<file path="src/rtl/sf_stage_pkg.sv">
package sf_stage_pkg;

  typedef enum logic [1:0] {
    SCALE_1X  = 2'd0,
    SCALE_2X  = 2'd1,
    SCALE_4X  = 2'd2,
    SCALE_RSV = 2'd3
  } scale_mode_e;

  typedef enum logic [1:0] {
    ST_IDLE = 2'd0,
    ST_FILL = 2'd1,
    ST_EMIT = 2'd2,
    ST_DONE = 2'd3
  } stage_state_e;

  localparam int unsigned BYTE_W     = 8;
  localparam int unsigned CELL_BYTES = 4;
  localparam int unsigned CELL_W     = BYTE_W * CELL_BYTES;

  // bytes consumed per cell; reserved code behaves as 1X
  function automatic logic [2:0] bytes_per_cell(scale_mode_e mode);
    case (mode)
      SCALE_2X: return 3'd2;
      SCALE_4X: return 3'd4;
      default:  return 3'd1;
    endcase
  endfunction

endpackage

</file>
<file path="src/rtl/sf_byte_gather.sv">
module sf_byte_gather
  import sf_stage_pkg::*;
(
  input  logic                             clk_i,
  input  logic                             rst_ni,
  input  logic                             clear_i,
  input  logic                             take_i,
  input  logic [BYTE_W-1:0]                byte_i,
  input  logic [2:0]                       need_i,
  output logic [CELL_BYTES-1:0][BYTE_W-1:0] bytes_o,
  output logic                             last_o
);

  localparam int unsigned CNT_W = $clog2(CELL_BYTES);

  logic [CNT_W-1:0] cnt_q;

  assign last_o = (3'({1'b0, cnt_q}) + 3'd1) == need_i;

  always_ff @(posedge clk_i or negedge rst_ni) begin
    if (!rst_ni) begin
      cnt_q <= '0;
    end else if (clear_i) begin
      cnt_q <= '0;
    end else if (take_i) begin
      cnt_q <= last_o ? '0 : cnt_q + 1'b1;
    end
  end

  for (genvar g = 0; g < CELL_BYTES; g++) begin : g_slot
    always_ff @(posedge clk_i or negedge rst_ni) begin
      if (!rst_ni) begin
        bytes_o[g] <= '0;
      end else if (take_i && (cnt_q == CNT_W'(g))) begin
        bytes_o[g] <= byte_i;
      end
    end
  end

  AST_SLOT_BOUND: assert property (@(posedge clk_i) disable iff (!rst_ni)
    take_i |-> (3'({1'b0, cnt_q}) < need_i));

endmodule

</file>
<file path="src/rtl/sf_cell_pack.sv">
module sf_cell_pack
  import sf_stage_pkg::*;
(
  input  scale_mode_e                      mode_i,
  input  logic [CELL_BYTES-1:0][BYTE_W-1:0] bytes_i,
  output logic [CELL_W-1:0]                word_o
);

  always_comb begin
    case (mode_i)
      SCALE_2X: word_o = {bytes_i[1], bytes_i[1], bytes_i[0], bytes_i[0]};
      SCALE_4X: word_o = {bytes_i[3], bytes_i[2], bytes_i[1], bytes_i[0]};
      default:  word_o = {CELL_BYTES{bytes_i[0]}};
    endcase
  end

endmodule

</file>
<file path="src/rtl/sf_lane_walker.sv">
module sf_lane_walker #(
  parameter int unsigned GROUP_ROWS = 32,
  parameter int unsigned WINDOWS    = 4,
  parameter int unsigned NUM_COLS   = 4,
  localparam int unsigned LANES     = GROUP_ROWS * WINDOWS,
  localparam int unsigned LANE_W    = $clog2(LANES),
  localparam int unsigned COL_W     = (NUM_COLS > 1) ? $clog2(NUM_COLS) : 1
) (
  input  logic              clk_i,
  input  logic              rst_ni,
  input  logic              clear_i,
  input  logic              step_i,
  output logic [LANE_W-1:0] lane_o,
  output logic [COL_W-1:0]  col_o,
  output logic              cell_done_o,
  output logic              last_o
);

  localparam int unsigned QW = (WINDOWS > 1) ? $clog2(WINDOWS) : 1;
  localparam int unsigned RW = (GROUP_ROWS > 1) ? $clog2(GROUP_ROWS) : 1;

  logic [QW-1:0]    q_q;
  logic [RW-1:0]    r_q;
  logic [COL_W-1:0] c_q;
  logic q_last, r_last, c_last;

  assign q_last = q_q == QW'(WINDOWS - 1);
  assign r_last = r_q == RW'(GROUP_ROWS - 1);
  assign c_last = c_q == COL_W'(NUM_COLS - 1);

  assign lane_o      = LANE_W'(q_q) * LANE_W'(GROUP_ROWS) + LANE_W'(r_q);
  assign col_o       = c_q;
  assign cell_done_o = q_last;
  assign last_o      = q_last && r_last && c_last;

  always_ff @(posedge clk_i or negedge rst_ni) begin
    if (!rst_ni) begin
      q_q <= '0;
      r_q <= '0;
      c_q <= '0;
    end else if (clear_i) begin
      q_q <= '0;
      r_q <= '0;
      c_q <= '0;
    end else if (step_i) begin
      q_q <= q_last ? '0 : q_q + 1'b1;
      if (q_last) begin
        r_q <= r_last ? '0 : r_q + 1'b1;
        if (r_last) c_q <= c_last ? '0 : c_q + 1'b1;
      end
    end
  end

  AST_WINDOW_STRIDE: assert property (@(posedge clk_i) disable iff (!rst_ni)
    step_i && !clear_i && !q_last |=> lane_o == $past(lane_o) + LANE_W'(GROUP_ROWS));

  AST_COL_KEEP: assert property (@(posedge clk_i) disable iff (!rst_ni)
    step_i && !clear_i && !(q_last && r_last) |=> col_o == $past(col_o));

endmodule

</file>
<file path="src/rtl/sf_replicate_stager.sv">
module sf_replicate_stager
  import sf_stage_pkg::*;
#(
  parameter int unsigned NUM_COLS   = 4,
  parameter int unsigned GROUP_ROWS = 32,
  parameter int unsigned WINDOWS    = 4,
  localparam int unsigned LANES     = GROUP_ROWS * WINDOWS,
  localparam int unsigned LANE_W    = $clog2(LANES),
  localparam int unsigned COL_W     = (NUM_COLS > 1) ? $clog2(NUM_COLS) : 1
) (
  input  logic              clk_i,
  input  logic              rst_ni,
  input  logic              start_i,
  input  logic [1:0]        mode_i,
  input  logic              sf_valid_i,
  output logic              sf_ready_o,
  input  logic [7:0]        sf_byte_i,
  output logic              wr_valid_o,
  input  logic              wr_ready_i,
  output logic [LANE_W-1:0] wr_lane_o,
  output logic [COL_W-1:0]  wr_col_o,
  output logic [31:0]       wr_data_o,
  output logic              done_o
);

  stage_state_e state_q;
  scale_mode_e  mode_q;
  logic launch, take, step, gather_last, cell_done, walk_last;
  logic [CELL_BYTES-1:0][BYTE_W-1:0] cell_bytes;

  assign launch     = start_i && (state_q == ST_IDLE || state_q == ST_DONE);
  assign sf_ready_o = state_q == ST_FILL;
  assign wr_valid_o = state_q == ST_EMIT;
  assign done_o     = state_q == ST_DONE;
  assign take       = sf_ready_o && sf_valid_i;
  assign step       = wr_valid_o && wr_ready_i;

  always_ff @(posedge clk_i or negedge rst_ni) begin
    if (!rst_ni) begin
      state_q <= ST_IDLE;
      mode_q  <= SCALE_1X;
    end else begin
      case (state_q)
        ST_IDLE, ST_DONE: if (launch) begin
          state_q <= ST_FILL;
          mode_q  <= scale_mode_e'(mode_i);
        end
        ST_FILL: if (take && gather_last) state_q <= ST_EMIT;
        ST_EMIT: if (step && cell_done)   state_q <= walk_last ? ST_DONE : ST_FILL;
        default: state_q <= ST_IDLE;
      endcase
    end
  end

  sf_byte_gather i_gather (
    .clk_i   (clk_i),
    .rst_ni  (rst_ni),
    .clear_i (launch),
    .take_i  (take),
    .byte_i  (sf_byte_i),
    .need_i  (bytes_per_cell(mode_q)),
    .bytes_o (cell_bytes),
    .last_o  (gather_last)
  );

  sf_cell_pack i_pack (
    .mode_i  (mode_q),
    .bytes_i (cell_bytes),
    .word_o  (wr_data_o)
  );

  sf_lane_walker #(
    .GROUP_ROWS (GROUP_ROWS),
    .WINDOWS    (WINDOWS),
    .NUM_COLS   (NUM_COLS)
  ) i_walker (
    .clk_i       (clk_i),
    .rst_ni      (rst_ni),
    .clear_i     (launch),
    .step_i      (step),
    .lane_o      (wr_lane_o),
    .col_o       (wr_col_o),
    .cell_done_o (cell_done),
    .last_o      (walk_last)
  );

  AST_HOLD_WRITE: assert property (@(posedge clk_i) disable iff (!rst_ni)
    wr_valid_o && !wr_ready_i |=> wr_valid_o && $stable(wr_lane_o) && $stable(wr_col_o)
                                  && $stable(wr_data_o));

  AST_IO_EXCLUSIVE: assert property (@(posedge clk_i) disable iff (!rst_ni)
    !(wr_valid_o && sf_ready_o));

  AST_DONE_QUIET: assert property (@(posedge clk_i) disable iff (!rst_ni)
    done_o |-> !wr_valid_o && !sf_ready_o);

  AST_DONE_ENTRY: assert property (@(posedge clk_i) disable iff (!rst_ni)
    $rose(done_o) |-> $past(wr_valid_o && wr_ready_i));

  AST_MODE_HOLD: assert property (@(posedge clk_i) disable iff (!rst_ni)
    (state_q == ST_FILL || state_q == ST_EMIT) |=> $stable(mode_q));

  AST_PAIR_DUP: assert property (@(posedge clk_i) disable iff (!rst_ni)
    wr_valid_o && mode_q == SCALE_2X |-> wr_data_o[15:8] == wr_data_o[7:0]
                                         && wr_data_o[31:24] == wr_data_o[23:16]);

  AST_REPLICA_SAME: assert property (@(posedge clk_i) disable iff (!rst_ni)
    step && !cell_done |=> wr_valid_o && wr_data_o == $past(wr_data_o));

endmodule

</file>
<file path="config.mk">
export PLATFORM = sky130hd
export DESIGN_NAME = sf_replicate_stager
export DESIGN_NICKNAME = d
export VERILOG_FILES = /design/src/rtl/sf_stage_pkg.sv /design/src/rtl/sf_byte_gather.sv /design/src/rtl/sf_cell_pack.sv /design/src/rtl/sf_lane_walker.sv /design/src/rtl/sf_replicate_stager.sv
export SDC_FILE = /design/constraint.sdc
export NUM_CORES = 1
export LEC_CHECK = 0
export ABC_AREA = 1
export ABC_CLOCK_PERIOD_IN_PS = 2700
export BUFFER_PORTS_ARGS = -buffer_cell sky130_fd_sc_hd__buf_4
export CORE_MARGIN = 2
export CORE_UTILIZATION = 52
export DETAILED_ROUTE_END_ITERATION = 6
export GPL_TIMING_DRIVEN = 0
export HOLD_SLACK_MARGIN = 0.15
export PLACE_DENSITY = 0.77
export SYNTH_ARGS = -nofsm -noshare
export SYNTH_HDL_FRONTEND = slang
export SYNTH_HIERARCHICAL = 1
export SYNTH_SLANG_ARGS = --single-unit
</file>
<file path="constraint.sdc">
create_clock -name clk_i -period 2.7 [get_ports clk_i]
set_clock_uncertainty 0.2 [all_clocks]
set_input_delay 0.27 -clock clk_i [delete_from_list [all_inputs] [get_ports clk_i]]
set_output_delay 0.27 -clock clk_i [all_outputs]
set_load 0.02 [all_outputs]
</file>
==> results of run 1 <==
==> flip-flops by register name, indices dropped and copies added (netlist names) <==
signal and flops:
i_gather/cnt_q 2, i_walker/r_q 5, i_walker/col_o 2, mode_q 2
state_q 2, i_gather/bytes_o 32, i_walker/q_q 2
==> cell families after synthesis <==
family | Yosys count
AND/OR/NAND/NOR | 176
buffers and inverters | 57
flip-flops | 47
AO/OA/AOI/OAI | 43
adder cells (fa/ha/maj) | 15
XOR/XNOR | 1
==> area by class of cell <==
class	count	area (um^2)
inverter	38	147.6
multi-input combinational	235	1264
clock buffer	6	72.57
fill	434	1598
sequential	47	1176
tap	70	87.58
buffer	19	176.4
timing repair buffer	70	555.5
clock inverter	1	30.03
==> cell usage in the layout, fill, tap and decap left out <==
master / count
nand2_1: 106
buf_4: 69
dfrtp_1: 47
nand3_1: 42
inv_1: 35
o21ai_1: 20
o21ai_2: 17
ha_1: 15
dlygate4sd3_1: 12
nand2_2: 9
nor2_1: 7
buf_6: 7
clkbuf_8: 5
nand3_2: 4
o21ai_0: 3
nor2_2: 3
inv_2: 2
a21oi_1: 2
nand4_1: 1
bufinv_16: 1
clkbuf_1: 1
xnor2_1: 1
nor3_1: 1
nor3b_1: 1
inv_6: 1
buf_8: 1
nor2_4: 1
and3_1: 1
o21a_1: 1
==> worst max-delay path by stage <==
| stage | startpoint | to | slack (ns) | depth (start not counted) |
|---|---|---|---|---|
| 2_1_floorplan | mode_q[0] | wr_data_o[17] | 0.94 | 7 |
| 3_3_place_gp | mode_q[0] | wr_data_o[26] | 0.79 | 8 |
| 3_5_place_dp | mode_q[0] | wr_data_o[19] | 0.77 | 8 |
| 4_1_cts | mode_q[0] | wr_data_o[30] | 0.42 | 8 |
| 5_1_grt | mode_q[0] | wr_data_o[30] | 0.32 | 8 |
| 6_report | mode_q[0] | wr_data_o[30] | 0.43 | 8 |
==> power by group through the flow <==
stage | Clock, uW | Combinational [uW] | Sequential [uW]
after floorplan | 0 | 1980 | 1320
after global placement | 0 | 2910 | 1310
after detailed placement | 0 | 2970 | 1320
after CTS | 513 | 2990 | 1310
after global routing | 546 | 3290 | 1360
final | 500 | 2980 | 1310
==> Yosys cell counts <==
| library cell | instances | area, um^2 |
|---|---|---|
| nor3_1 | 1 | 5.000 |
| nand3_1 | 42 | 210.2 |
| dfrtp_1 | 47 | 1176 |
| buf_4 | 11 | 82.58 |
| nand2_2 | 9 | 56.30 |
| ha_1 | 15 | 187.7 |
| nor2_1 | 7 | 26.28 |
| xnor2_1 | 1 | 8.760 |
| inv_6 | 1 | 8.760 |
| nand3_2 | 4 | 40.04 |
| and3_1 | 1 | 6.260 |
| buf_8 | 1 | 15.01 |
| nor2_4 | 1 | 11.26 |
| buf_6 | 7 | 78.83 |
| nand2_1 | 106 | 397.9 |
| nor3b_1 | 1 | 7.510 |
| inv_1 | 35 | 131.4 |
| a21oi_1 | 2 | 10.01 |
| o21a_1 | 1 | 7.510 |
| nand4_1 | 1 | 6.260 |
| inv_2 | 2 | 7.510 |
| nor2_2 | 3 | 18.77 |
| o21ai_0 | 3 | 15.01 |
| o21ai_1 | 20 | 100.1 |
| o21ai_2 | 17 | 148.9 |
==> worst max-delay path, cell delays in order, from the launching register on <==
cell     delay (ns)
dfrtp_1        0.40
inv_1          0.06
ha_1           0.30
buf_6          0.16
inv_6          0.09
buf_8          0.14
nand3_1        0.09
nand3_1        0.12
buf_4          0.15
==> per-stage QoR <==
stage	instances	util (%)	hold slack (ns)
after floorplan	339	-	-0.2256
after global placement	467	64.36	0.1132
after detailed placement	467	64.36	0.1174
after CTS	486	68.72	0.1564
after global routing	486	68.72	0.1676
final	486	68.72	0.1625
==> layer usage <==
layer | vias to the layer above | share of wire, % | GRT usage (%)
li1 | 1230 | - | -
met1 | 1116 | 44 | 30.21
met2 | 69 | 50 | 39.21
met3 | 7 | 5.1 | 4.000
met4 | 0 | 0.82 | 5.818
met5 | - | 0 | 0
==> results.md, run 1 <==
- Clock slew at reported path FFs: 0.08 ns
- WP data arrival: 1.80 ns
- Switching fraction of total power: 46.62%
- Post-Synth Simple-Gate Area: 28.43%
- Synthesized Nets: 369
- Net switching power: 2231 uW
- Rel. slew slack: 58.87%
- Combinational family with the most area after synthesis: simple AND/OR/NAND/NOR gates
- Avg Cell Area, Syn: 8.153 um^2
- Hold EP: state_q[0]
- Vias in the first global route: 2317
- Pin count of the biggest net entering global routing: 48
- # diodes: 0
- Die X: 76.91 um
- Comb power frac: 62.2%
- Reg2reg start: i_gather/cnt_q[0]
- Cts bufs inserted: 5
- Global-route usage over all layers: 22.94%
- Antenna violations before repair: 0
- Critical R2R Capture: state_q[0]
- RSZ-0062 raised after global routing: false
- P_leak: 0.001892 uW
- Worst R2R Setup Slack: 0.80 ns
- Synth cell types: 25
- Warnings, synthesis: 6
- Setup TNS: 0 ns
- Clk root buf: clkbuf_8
- Critical path type: reg2out
- Cts hold-fix bufs: 12
- Register area share after synthesis: 42.55%
- Fin. Hold Viols: 0
- #FFs+latches synth: 47
- Total wire length: 6202 um
- Post-cts sizing count: 0
- Setup Buffers After CTS: 0
- Nets@finish: 446
- Global-route wire length before repair: 10870 um
- Mux contribution to synthesized area: 0%
- H-tree Lvls: 2
- Fmax: 0.4409 GHz
- Initial Util: 54.12%
- DRT antenna net count: 0
- Per-cell routed wire length: 12.76 um
- CTS max path bufs: 2
- CTS tree: built
- Post-DP Area: 3287 um^2
- Tcrit/Tclk final: 84.00%
- Min-delay src: start_i
- CP required: 2.23 ns
- Worst skew pair latency: 0.29 ns
- Internal power: 2554 uW
- PD cells: 1363 nW/um^2
- Worst setup SP type: flip-flop
- Final setup fails: 0
- Clock power frac: 10.4%
- Critical Path Fanout Max: 10
- Outcome: finished, final reports clean
- Final RePlAce weighted congestion: 0.7944
- Seq pwr share: 27.3%
- Layout cell share with drive strength beyond 1: 28.85%
- Via/cell ratio: 4.984
- DP Worst Slack: 0.7696 ns
- Floorplan row count: 26
- Tmin final: 2.268 ns
- Post-Synth Adder-Cell Area: 6.790%
- Die height: 76.91 um
- Worst Tran Pin Value: 0.6170 ns
- Synth Area in Compound Gates: 10.19%
- I/O Buffers: 58
- Core Region: 5107 um^2
- Pins over their slew limit: 0
- Xor-xnor portion of the synthesized cell area: 0.3169%
- Drt initial violations: 130
- Die ar.: 5914 um^2
- Synthesized instance count: 339
- Clock net sink count: 47
- Mapped Area: 2764 um^2
- Vias: 2422
- TritonRoute pass-1 iters: 4
- Hold path cells: 5
- Post-DP HPWL: 4596 um
- Post-route cell area: 3510 um^2
- # DRC: 0
- Max-Cap Viols: 0
- Area Overhead vs Synth: 26.98%
- IO Pins: 59
- Nature of the critical path endpoint: primary output
- Max IR drop VDD: 0.5970 mV
- Worst R2R Path Depth: 10
- Power Total: 4785 uW
- Worst Hold Class: in2reg
- Grt ovf: 0
- Setup ws final: 0.4320 ns
No activity file was read; power rests on OpenSTA's default activity.
==> inputs of run 2 (changes only) <==
--- a/config.mk
+++ b/config.mk
@@ -6,7 +6,7 @@
 export NUM_CORES = 1
 export LEC_CHECK = 0
 export ABC_AREA = 1
-export ABC_CLOCK_PERIOD_IN_PS = 2700
+export ABC_CLOCK_PERIOD_IN_PS = 2250
 export BUFFER_PORTS_ARGS = -buffer_cell sky130_fd_sc_hd__buf_4
 export CORE_MARGIN = 2
 export CORE_UTILIZATION = 52
==> constraint.sdc (replaced) <==
create_clock -name clk_i -period 2.25 [get_ports clk_i]
set_clock_uncertainty 0.2 [all_clocks]
set_input_delay 0.225 -clock clk_i [delete_from_list [all_inputs] [get_ports clk_i]]
set_output_delay 0.225 -clock clk_i [all_outputs]
set_load 0.02 [all_outputs]
==> results.md, run 2 (synthesis results as in run 1) <==
- DP Worst Slack: 0.3646 ns (-0.4050 ns)
- Fin. Hold Viols: 0 (unchanged)
- Layout cell share with drive strength beyond 1: 31.21% (+2.4 points)
- Worst setup SP type: flip-flop
- Global-route wire length before repair: 10920 um (+0.38%)
- Worst R2R Setup Slack: 0.28 ns (-0.52 ns)
- Pin count of the biggest net entering global routing: 48 (unchanged)
- Register area: 1176 um^2 (unchanged)
- Most frequent cells in the layout: nand2_1, buf_4, dfrtp_1
- I/O Buffers: 58 (unchanged)
- Met3 wire length: 380 um (+20%)
- Wire length on met2: 3220 um (+4.2%)
- Per-cell routed wire length: 12.91 um (+1.2%)
- Finished Layout Cells: 493 (+1.4%)
- TritonRoute pass-1 iters: 4 (unchanged)
- Rel. slew slack: 59.15% (+0.28 points)
- Multi-input gate area: 1304 um^2 (+3.2%)
- Critical Path Fanout Max: 8 (-2)
- Final RePlAce weighted congestion: 0.7944 (unchanged)
- CP max stage cell: dfrtp_1
- CP required: 1.82 ns (-0.41 ns)
- Largest register by flop count: i_gather/bytes_o
- DRT antenna net count: 0 (unchanged)
- WP data arrival: 1.76 ns (-0.04 ns)
- Clock power frac: 9.9% (-0.5 points)
- Worst Hold Class: in2async
- PD cells: 1660 nW/um^2 (+22%)
- Max-Cap Viols: 0 (unchanged)
- Hold slack: 0.2781 ns (+0.1157 ns)
- Initial Util: 54.12% (unchanged)
- Core Region: 5107 um^2 (unchanged)
- Critical path type: reg2out
- Antenna violations before repair: 0 (unchanged)
- Drt initial violations: 151 (+16%)
- Tmin final: 2.186 ns
- Post-layout utilization of the core: 71.68% (+3.0 points)
- Crit path from: mode_q[1]
- Clock slew at reported path FFs: 0.09 ns (about the same)
- Max IR drop VDD: 0.8429 mV (+41%)
- CTS max path bufs: 2 (unchanged)
- Area Overhead vs Synth: 32.46%
- Die X: 76.91 um (unchanged)
- Total wire length: 6366 um (+2.6%)
- Worst R2R Path Depth: 6 (-4)
- Internal power: 3293 uW (+29%)
- Top Layer Used: met4
- Reg2reg start: state_q[0]
- Setup TNS: 0 ns (unchanged)
- Switching fraction of total power: 45.81% (-0.81 points)
- Clock net sink count: 47 (unchanged)
- M1 WL: 2687 um (-2.0%)
- Outcome: finished, final reports clean
- Die height: 76.91 um (unchanged)
- P_leak: 0.001976 uW (+4.5%)
- Net switching power: 2784 uW (+25%)
- Comb power frac: 64.3% (+2.1 points)
- Cts bufs inserted: 5 (unchanged)
- CP peak stage delay: 0.41 ns (about the same)
- Pins over their slew limit: 0 (unchanged)
- Via/cell ratio: 5.087 (+2.1%)
- Grt ovf: 0 (unchanged)
- Die ar.: 5914 um^2 (unchanged)
- Max reg flops: 32 (unchanged)
- Critical R2R Capture: mode_q[1]
- Post-DP HPWL: 4596 um (unchanged)
- Critical-path cell list: ha_1 > buf_8 > clkinv_8 > clkbuf_16 > nand3_1 > nand3_2 > buf_6
- IO Pins: 59 (unchanged)
- # diodes: 0 (unchanged)
- Final setup fails: 0 (unchanged)
- Nature of the critical path endpoint: primary output
- # DRC: 0 (unchanged)
- Dpl cells: 467 (unchanged)
- Clk root buf: clkbuf_8
- H-tree Lvls: 2 (unchanged)
- Top Registers: i_gather/bytes_o x32, i_walker/r_q x5
- Worst skew pair latency: 0.29 ns (about the same)
- Vias in the first global route: 2325 (+0.35%)
- CTS tree: built
- Critical Path Sink: wr_data_o[24]
- Global-route usage over all layers: 23.01% (+0.076 points)
- Setup ws final: 0.06376 ns (-0.3682 ns)
- Fmax: 0.4574 GHz
- Vias: 2508 (+3.6%)
- Nets@finish: 453 (+1.6%)
- Most common cell after layout, fill and taps aside: nand2_1
- Floorplan row count: 26 (unchanged)
- Seq pwr share: 25.8% (-1.5 points)
- Tcrit/Tclk final: 97.17%
- Worst Tran Pin Value: 0.6128 ns (-0.004174 ns)
- Fillcell total: 410 (-5.5%)
## run 2: worst min-delay path by stage
stage,slack [ns],startpoint,cells after the start,endpoint
global route,0.31,i_gather/bytes_o[20],2,i_gather/bytes_o[20]
CTS,0.29,rst_ni,2,i_gather/bytes_o[5]
global placement,0.07,rst_ni,1,i_gather/bytes_o[5]
finish,0.28,rst_ni,2,i_gather/bytes_o[6]
detailed placement,0.07,rst_ni,1,i_gather/bytes_o[5]
floorplan,-0.27,rst_ni,0,i_gather/bytes_o[0]
## run 2: layer usage
metal,track usage [%],vias to the layer above
met2,39.30,83
met5,0,-
li1,-,1244
met1,30.37,1171
met4,5.818,0
met3,4.000,10
## run 2: timing repair
item                       CTS  global route
hold buffers                15             0
hold endpoints to repair    84             0
resized for setup            0            17
setup endpoints to repair    0            21
setup buffers                0             3
## run 2: critical path: cells and delay by family (launching register included)
family | cells | cell delay, ns
flops | 1 | 0.41
simple gates | 2 | 0.18
buf+inv | 4 | 0.55
fa+ha+maj | 1 | 0.32
## run 2: area by class of cell
cell class              instances  area share [%]
plain buffers                  19           5.024
clock buffers                   6           1.982
clock inverters                 1          0.8202
inverters                      38           4.238
multi-input cells             235           35.61
flip-flops and latches         47           32.13
well taps                      70           2.392
repair buffers                 77           17.81
## run 2: power by group through the flow
| stage | combinational, uW | clock (uW) | sequential [uW] |
|---|---|---|---|
| after floorplan | 2380 | 0 | 1590 |
| after global placement | 3490 | 0 | 1570 |
| after detailed placement | 3570 | 0 | 1580 |
| after CTS | 3610 | 616 | 1570 |
| after global routing | 4280 | 655 | 1630 |
| final | 3910 | 600 | 1570 |
## run 2: through the flow
stage,total power (uW),area [um^2]
after global placement,5054,3287
after global routing,6564,3661
after floorplan,3967,2764
after CTS,5798,3540
after detailed placement,5154,3287
final,6077,3661
